**config.mk**
```make
export PLATFORM = sky130hd
export DESIGN_NAME = ccg_flags_top
export DESIGN_NICKNAME = d
export VERILOG_FILES = /design/src/rtl/ccg_pkg.sv /design/src/rtl/ccg_addsub.sv /design/src/rtl/ccg_flag_sel.sv /design/src/rtl/ccg_flags_top.sv
export SDC_FILE = /design/constraint.sdc
export NUM_CORES = 1
export LEC_CHECK = 0
export BUFFER_PORTS_ARGS = -buffer_cell sky130_fd_sc_hd__buf_2
export CORE_MARGIN = 2
export CORE_UTILIZATION = 41
export CTS_CLUSTER_SIZE = 14
export DETAILED_ROUTE_END_ITERATION = 7
export PLACE_DENSITY = 0.68
export SETUP_SLACK_MARGIN = 0.1
export SLEW_MARGIN = 20
export SYNTH_ARGS = -nofsm -noshare
export SYNTH_HDL_FRONTEND = slang
export SYNTH_SLANG_ARGS = --single-unit
```
**constraint.sdc**
```tcl
create_clock -name clk -period 11.8 [get_ports clk]
set_input_delay 1.77 -clock clk [delete_from_list [all_inputs] [get_ports clk]]
set_output_delay 1.77 -clock clk [all_outputs]
set_load 0.05 [all_outputs]
```
**src/rtl/ccg_pkg.sv**
```systemverilog
package ccg_pkg;

    typedef enum logic [2:0] {
        CC_LOGIC = 3'd0,
        CC_ADD   = 3'd1,
        CC_SUB   = 3'd2,
        CC_ADDX  = 3'd3,
        CC_SUBX  = 3'd4,
        CC_CMPB  = 3'd5,
        CC_CMPW  = 3'd6,
        CC_SHIFT = 3'd7
    } cc_op_e;

    typedef struct packed {
        logic x;
        logic n;
        logic z;
        logic v;
        logic c;
    } cc_flags_t;

    localparam int unsigned CC_FLAG_W = $bits(cc_flags_t);

endpackage

```
**src/rtl/ccg_addsub.sv**
```systemverilog
// Add/subtract slice of parameterised width with carry-in; reports flag-ready
// carry/borrow, signed overflow, sign and zero of its result.
module ccg_addsub #(
    parameter int unsigned W = 32
) (
    input  logic [W-1:0] a_i,
    input  logic [W-1:0] b_i,
    input  logic         sub_i,
    input  logic         cin_i,
    output logic [W-1:0] res_o,
    output logic         cflag_o,
    output logic         ovf_o,
    output logic         neg_o,
    output logic         zero_o
);
    logic [W-1:0] b_eff;
    logic         cout;

    always_comb begin
        b_eff          = sub_i ? ~b_i : b_i;
        {cout, res_o}  = {1'b0, a_i} + {1'b0, b_eff} + {{W{1'b0}}, cin_i};
        // For subtraction a borrow is the absence of a carry out
        cflag_o        = sub_i ? ~cout : cout;
        ovf_o          = (a_i[W-1] == b_eff[W-1]) && (res_o[W-1] != a_i[W-1]);
        neg_o          = res_o[W-1];
        zero_o         = (res_o == '0);
    end
endmodule

```
**src/rtl/ccg_flag_sel.sv**
```systemverilog
// Chooses the next flag set for the operation class.
module ccg_flag_sel
    import ccg_pkg::*;
#(
    parameter int unsigned DW = 32
) (
    input  cc_op_e        op_i,
    input  cc_flags_t     prev_i,
    input  logic [DW-1:0] pass_i,
    input  logic          sh_carry_i,
    input  logic          m_c_i,
    input  logic          m_v_i,
    input  logic          m_n_i,
    input  logic          m_z_i,
    input  logic [1:0]    nr_c_i,
    input  logic [1:0]    nr_v_i,
    input  logic [1:0]    nr_n_i,
    input  logic [1:0]    nr_z_i,
    output cc_flags_t     next_o
);
    logic pass_zero;
    logic pass_neg;

    assign pass_zero = (pass_i == '0);
    assign pass_neg  = pass_i[DW-1];

    always_comb begin
        next_o = prev_i;
        unique case (op_i)
            CC_LOGIC: begin
                next_o.n = pass_neg;
                next_o.z = pass_zero;
                next_o.v = 1'b0;
                next_o.c = 1'b0;
            end
            CC_ADD, CC_SUB: begin
                next_o.n = m_n_i;
                next_o.z = m_z_i;
                next_o.v = m_v_i;
                next_o.c = m_c_i;
                next_o.x = m_c_i;
            end
            CC_ADDX, CC_SUBX: begin
                next_o.n = m_n_i;
                next_o.z = prev_i.z & m_z_i;
                next_o.v = m_v_i;
                next_o.c = m_c_i;
                next_o.x = m_c_i;
            end
            CC_CMPB: begin
                next_o.n = nr_n_i[0];
                next_o.z = nr_z_i[0];
                next_o.v = nr_v_i[0];
                next_o.c = nr_c_i[0];
            end
            CC_CMPW: begin
                next_o.n = nr_n_i[1];
                next_o.z = nr_z_i[1];
                next_o.v = nr_v_i[1];
                next_o.c = nr_c_i[1];
            end
            CC_SHIFT: begin
                next_o.n = pass_neg;
                next_o.z = pass_zero;
                next_o.v = 1'b0;
                next_o.c = sh_carry_i;
                next_o.x = sh_carry_i;
            end
            default: next_o = prev_i;
        endcase
    end
endmodule

```
**src/rtl/ccg_flags_top.sv**
```systemverilog
module ccg_flags_top
    import ccg_pkg::*;
#(
    parameter int unsigned DW = 32
) (
    input  logic                 clk,
    input  logic                 rst_n,
    input  logic                 upd_i,
    input  logic [2:0]           op_i,
    input  logic [DW-1:0]        op_a_i,
    input  logic [DW-1:0]        op_b_i,
    input  logic                 sh_carry_i,
    output logic [DW-1:0]        res_o,
    output logic [CC_FLAG_W-1:0] ccr_o
);
    localparam int unsigned NARROW_N = 2;   // byte and word compare slices

    cc_op_e    op;
    cc_flags_t flags_q;
    cc_flags_t flags_d;
    logic      is_sub;
    logic      cin;
    logic      use_adder;
    logic [DW-1:0] sum;
    logic      m_c, m_v, m_n, m_z;
    logic [NARROW_N-1:0] nr_c, nr_v, nr_n, nr_z;

    assign op = cc_op_e'(op_i);

    always_comb begin
        is_sub    = (op == CC_SUB) || (op == CC_SUBX) || (op == CC_CMPB) || (op == CC_CMPW);
        use_adder = (op != CC_LOGIC) && (op != CC_SHIFT);
        unique case (op)
            CC_ADDX: cin = flags_q.x;
            CC_SUBX: cin = ~flags_q.x;
            CC_ADD:  cin = 1'b0;
            default: cin = is_sub;
        endcase
    end

    ccg_addsub #(.W(DW)) u_main (
        .a_i    (op_a_i),
        .b_i    (op_b_i),
        .sub_i  (is_sub),
        .cin_i  (cin),
        .res_o  (sum),
        .cflag_o(m_c),
        .ovf_o  (m_v),
        .neg_o  (m_n),
        .zero_o (m_z)
    );

    // Narrow compare slices: width 8 << g
    for (genvar g = 0; g < NARROW_N; g++) begin : g_narrow
        localparam int unsigned NW = 8 << g;
        logic [NW-1:0] nres;
        ccg_addsub #(.W(NW)) u_cmp (
            .a_i    (op_a_i[NW-1:0]),
            .b_i    (op_b_i[NW-1:0]),
            .sub_i  (1'b1),
            .cin_i  (1'b1),
            .res_o  (nres),
            .cflag_o(nr_c[g]),
            .ovf_o  (nr_v[g]),
            .neg_o  (nr_n[g]),
            .zero_o (nr_z[g])
        );
    end

    ccg_flag_sel #(.DW(DW)) u_sel (
        .op_i      (op),
        .prev_i    (flags_q),
        .pass_i    (op_a_i),
        .sh_carry_i(sh_carry_i),
        .m_c_i     (m_c),
        .m_v_i     (m_v),
        .m_n_i     (m_n),
        .m_z_i     (m_z),
        .nr_c_i    (nr_c),
        .nr_v_i    (nr_v),
        .nr_n_i    (nr_n),
        .nr_z_i    (nr_z),
        .next_o    (flags_d)
    );

    assign res_o = use_adder ? sum : op_a_i;

    always_ff @(posedge clk or negedge rst_n) begin
        if (!rst_n)     flags_q <= '0;
        else if (upd_i) flags_q <= flags_d;
    end

    assign ccr_o = flags_q;


    hold_when_idle_chk: assert property (@(posedge clk) disable iff (!rst_n)
        !upd_i |=> $stable(ccr_o));


    nz_exclusive_chk: assert property (@(posedge clk) disable iff (!rst_n)
        !(ccr_o[3] && ccr_o[2]));


    sticky_zero_chk: assert property (@(posedge clk) disable iff (!rst_n)
        (upd_i && (op_i == 3'd3 || op_i == 3'd4) && !ccr_o[2]) |=> !ccr_o[2]);


    logic_clears_vc_chk: assert property (@(posedge clk) disable iff (!rst_n)
        (upd_i && op_i == 3'd0) |=> (ccr_o[1:0] == 2'b00));


    x_kept_chk: assert property (@(posedge clk) disable iff (!rst_n)
        (upd_i && (op_i == 3'd0 || op_i == 3'd5 || op_i == 3'd6)) |=> (ccr_o[4] == $past(ccr_o[4])));


    shift_carry_chk: assert property (@(posedge clk) disable iff (!rst_n)
        (upd_i && op_i == 3'd7) |=> (ccr_o[0] == $past(sh_carry_i)) && (ccr_o[4] == ccr_o[0]));


    x_tracks_c_chk: assert property (@(posedge clk) disable iff (!rst_n)
        (upd_i && op_i >= 3'd1 && op_i <= 3'd4) |=> (ccr_o[4] == ccr_o[0]));

endmodule

```
# Yosys cells after proc, flatten, opt, wreduce, memory -nomap -nowiden
# Cells that the tools add are included.
# Widths: inputs -> output; s select.
# totals
ff_bits	5
input_bits	71
out_inout_bits	37
wordCells	57
# classes
n_addsub	6
n_eq_ne	14
n_mux	6
bitwise	8
reduce_logical	18
# op_table
cell	count
$logic_not 32->1	2
$mux 32	2
$add 32x32->33	1
$add 33x1->33	1
$not 32->32	1
$pmux 4 s6	1
$add 16x16->17	1
$add 17x1->17 const B	1
$logic_not 16->1	1
$not 16->16	1
$eq 3x3->1 const B	4
$add 8x8->9	1
$add 9x1->9 const B	1
$logic_not 8->1	1
$not 8->8	1
$eq 3x2->1 const B	2
$logic_and 1x1->1	4
$not 1->1	4
$reduce_or 2->1	2
$reduce_or 4->1	1
$eq 1x1->1	3
$eq 3x1->1 const B	1
$logic_not 3->1	1
$logic_or 1x1->1	3
9 further kinds	11

# Depth between registers and ports, before layout
# depth
word_depth	10
mapped_depth	17
depth_no_buf	16

# Cells and area by module
# A second synthesis with hierarchy kept.
# hier_totals
cells_unflattened	685
hier_area_um2	5203.7
# modules_own_cells
mod	n_inst	cells_each	area_per_inst_um2	seq_area_each_um2
ccg_addsub (u_main)	1	283	2088.3	0.0
ccg_flags_top	1	171	1287.5	125.1
ccg_addsub (g_narrow[1].u_cmp)	1	130	1023.5	0.0
ccg_addsub (g_narrow[0].u_cmp)	1	56	466.7	0.0
ccg_flag_sel	1	45	337.8	0.0

# Worst setup path before layout
# No wires, ideal clock.
# synth_path
kind	input -> output
from	input op_i[1]
to	output res_o[26]
arrival_time_ns	5.979
t_required_ns	10.030
slack_ns	4.051
path_stages	15
path_buffers	2
cell_sequence	clkbuf_1 o21ai_1 clkbuf_1 xnor2_1 fa_1 inv_1 fa_1 nand2b_1 a21o_1 a21o_1 a21oi_1 o21bai_1 o21ai_0 xnor2_1 o21ai_0
# synth_between
elab_chain_len	8
elab_cells_between_ends	17
cone_classes	2 x add/sub; 7 x eq/ne; 3 x mux; 5 x reduce/logical
# synth_lines
element	line	text
start, declared	ccg_flags_top.sv:9	input logic [2:0] op_i,
$eq 3x2->1 / $eq 3x3->1 (equally long branches)	ccg_flags_top.sv:31, ccg_flags_top.sv:33	
$logic_or 1x1->1 (3 in series)	ccg_flags_top.sv:31	is_sub = (op == CC_SUB) || (op == CC_SUBX) || (op == CC_CMPB) || (op == CC_CMPW);
$mux 32	ccg_addsub.sv:20	b_eff = sub_i ? ~b_i : b_i;
$add 32x32->33	ccg_addsub.sv:21	{cout, res_o} = {1'b0, a_i} + {1'b0, b_eff} + {{W{1'b0}}, cin_i};
$add 33x1->33	ccg_addsub.sv:21	
$mux 32 *	ccg_flags_top.sv:86	assign res_o = use_adder ? sum : op_a_i;
end, declared	ccg_flags_top.sv:13	output logic [DW-1:0] res_o,
# Mark *: on every way between the ends. The rest lies on a longest branch, timed or not.

# Worst setup path after layout
# layout_path
from	input op_i[2]
to	output res_o[21]
# Same word-level chain as after synthesis.

==> impl_metrics.py <==
metrics = {
    "status": {
        "status": "finished clean",
    },
    "critical_path": {
        "worstPathArrival_ns": 5.64,
        "required_ns": 10.03,
        "slowest_stage": "o21ai_4",
        "reg2reg_depth": 15,
        "r2r_slack_ns": 7.93,
        "critPathMaxFanout": 18,
        "crit_type": "in2out",
        "crit_chain": "buf_2 -> o21ai_4 -> buf_4 -> xnor2_1 -> ha_1 -> a21oi_1 -> o211ai_1 -> a21boi_1 -> mux2_2 -> a311o_1 -> o21ai_1 -> buf_2",
        "worstPathBufferInverterCount": 3,
        "critPathCaptureType": "primary output",
        "slowest_delay_ns": 0.60,
        "cp_top_family": "compound AO/OA/AOI/OAI gates",
        "critPathLaunchType": "input port",
        "path_depth": 12,
        "timing.rr.start": "ccr_o[4]",
        "crit_top_cell": "buf_2",
        "reg2reg_to": "ccr_o[2]",
    },
    "final_layout": {
        "regArea_um2": 125,
        "drive_gt1_share_pct": 19.5,
        "num_antenna_cells": 0,
        "multi_input_area_um2": 4050,
        "syn2layout_area_growth_pct": 15.1,
        "nNetsFinal": 851,
        "largest_register_ffs": 5,
        "nFillCells": 1068,
    },
    "synth": {
        "netlist_area_um2": 4400,
        "yosys-mux-area-fraction_pct": 4.09,
        "seq_area_frac_synth_pct": 2.84,
        "syn_area_per_cell_um2": 6.88,
        "synth_top_family_by_area": "compound AO/OA/AOI/OAI gates",
        "yosysWarnings": 0,
        "synth_xor_area_share_pct": 11.3,
        "async_flop_share_pct": 100,
        "yosysMostFrequentCell": "nand2_1",
        "synth_top_area_cell": "ha_1",
        "synth-adder-area-share_pct": 15.0,
        "syn_nets": 762,
        "synth_common_cells": "nand2_1 (73), a21oi_1 (54), ha_1 (48), xnor2_1 (46)",
        "synth-seq-cells": 5,
        "synth_compound_area_share_pct": 35.5,
        "synth_flop_cell": "dfrtp_1",
        "yosys-top-cells-area": "ha_1 (14%), xnor2_1 (9.1%), nand2_1 (6.2%)",
        "synth_edf_count": 0,
        "synth_cell_type_count": 83,
        "synthCells": 640,
        "synth_top_area_share_pct": 13.6,
        "synth-simple-area-share_pct": 25.7,
    },
    "routing": {
        "firstDrtPassIters": 6,
        "via_per_inst": 6.20,
        "vias": 5354,
        "drt_wl_total_um": 15500,
        "drtIter0Drc": 369,
        "drtAntennaViolNets": 0,
        "route.detailed.drc": 0,
        "wl_per_cell_um": 17.9,
    },
    "die": {
        "die_y_um": 108,
        "start_util_pct": 42.5,
        "die_x_um": 108,
        "ioPinCount": 108,
        "dieArea_um2": 11600,
        "rows": 37,
        "coreArea_um2": 10400,
    },
    "placed_design": {
        "dp_slack_ns": 4.43,
        "gp_congestion": 0.989,
        "place_hpwl_um": 12900,
        "io_buffers": 107,
    },
    "global_routing": {
        "grt_max_degree": 33,
        "antenna_found_initial": 0,
        "gr-total-overflow": 0,
        "grt_pass1_wl_um": 24800,
        "grt_pass1_vias": 4999,
        "grt_use_total_pct": 26.4,
    },
    "run": {
        "maxCapViolations": 0,
    },
    "sta": {
        "setup_violations": 0,
        "fmax_ghz": 0.135,
        "setup-tns-final_ns": 0,
        "maxSlewHeadroom_pct": 36.5,
        "final.period_utilization_pct": 62.8,
        "drv_slew": 0,
        "worst_slack_ns": 4.39,
        "rsz0062_at_grt": "false",
        "finClkSkew_ns": 0.00190,
        "tightest_slew_ns": 0.940,
        "hold_viol": 0,
        "finalCriticalPeriod_ns": 7.41,
    },
    "min_path": {
        "whs_path_depth": 1,
        "hold_path.class": "reg2reg",
        "hold-path-endpoint": "ccr_o[1]",
        "min_from": "ccr_o[1]",
    },
    "clocking": {
        "path_clk_slew_ns": 0.04,
        "cts_root_buf": "clkbuf_8",
        "postCtsHoldBufs": 0,
        "cts_inserted_buffers": 3,
        "cts_max_path_buffers": 2,
        "cts_setup_buffers": 0,
        "cts_tree": "built",
        "clock_latency_ns": 0.23,
        "htree_levels": 1,
        "cts_resized": 0,
        "clock-sinks": 5,
    },
    "power": {
        "combPwrFrac_pct": 91.1,
        "clockPowerShare_pct": 5.3,
        "peakVddDrop_mv": 0.0769,
        "p_int_mw": 0.223,
        "cellPowerDensity_nw_per_um2": 123,
        "seq_power_share_pct": 3.6,
        "p_sw_mw": 0.401,
        "p_leak_nw": 2.24,
        "p_sw_share_pct": 64.2,
    },
}
[final cells by class]
cell class	count	share of cell area (%)
sequential	5	2.47
tap	136	3.36
clock buffer	4	0.889
inverter	35	2.59
multi-input combinational	575	79.8
timing repair buffer	109	10.9
[power by group through the flow]
stage	combinational (mW)	clock, mW	sequential [mW]
after floorplan	0.419	0	0.0324
after global placement	0.555	0	0.0225
after detailed placement	0.559	0	0.0227
after CTS	0.562	0.0341	0.0225
after global routing	0.610	0.0352	0.0229
final	0.568	0.0330	0.0228
[layout by cell type (no fill, tap or decap), types with 10 or more instances in the layout]
master and n:
a21o_1 14, a21oi_1 54, and3_1 11, buf_2 107, ha_1 48, inv_1 35
nand2_1 73, nand3_1 14, nor2_1 39, nor3_1 23, nor4_1 12, o21ai_0 39
o21ai_1 10, o31ai_1 11, xnor2_1 46, xor2_1 11
[per-layer routing]
metal	part of all wire (%)	up-vias	track usage, %
li1	-	2588	-
met1	45	2511	36.2
met2	45	222	41.9
met3	7.5	33	4.42
met4	2.7	0	8.33
met5	0	-	0
[worst max path at each step]
stage,from,end
floorplan,op_i[1],res_o[26]
global placement,op_i[2],res_o[21]
detailed placement,op_i[2],res_o[21]
CTS,op_i[2],res_o[21]
global route,op_i[2],res_o[21]
finish,op_i[2],res_o[21]
[per-stage QoR]
stage          total power [mW]  cells  util (%)  hold slack [ns]  instance area (um2)
2_1_floorplan             0.452    640         -            0.827                 4400
3_3_place_gp              0.578    860      48.4            0.528                 5020
3_5_place_dp              0.582    860      48.4            0.534                 5020
4_1_cts                   0.618    864      48.9            0.542                 5070
5_1_grt                   0.668    864      48.9            0.549                 5070
6_report                  0.624    864      48.9            0.548                 5070
[logic make-up (layout without fill, tap and decap cells)]
logic type      count (synthesis)  count (layout)
simple gates                  228             228
compound gates                222             222
buf+inv                        60             148
xor+xnor                       57              57
fa+ha+maj                      51              51
mux                            17              17
flops                           5               5
Note: power is estimated with default switching activity, not from simulation.
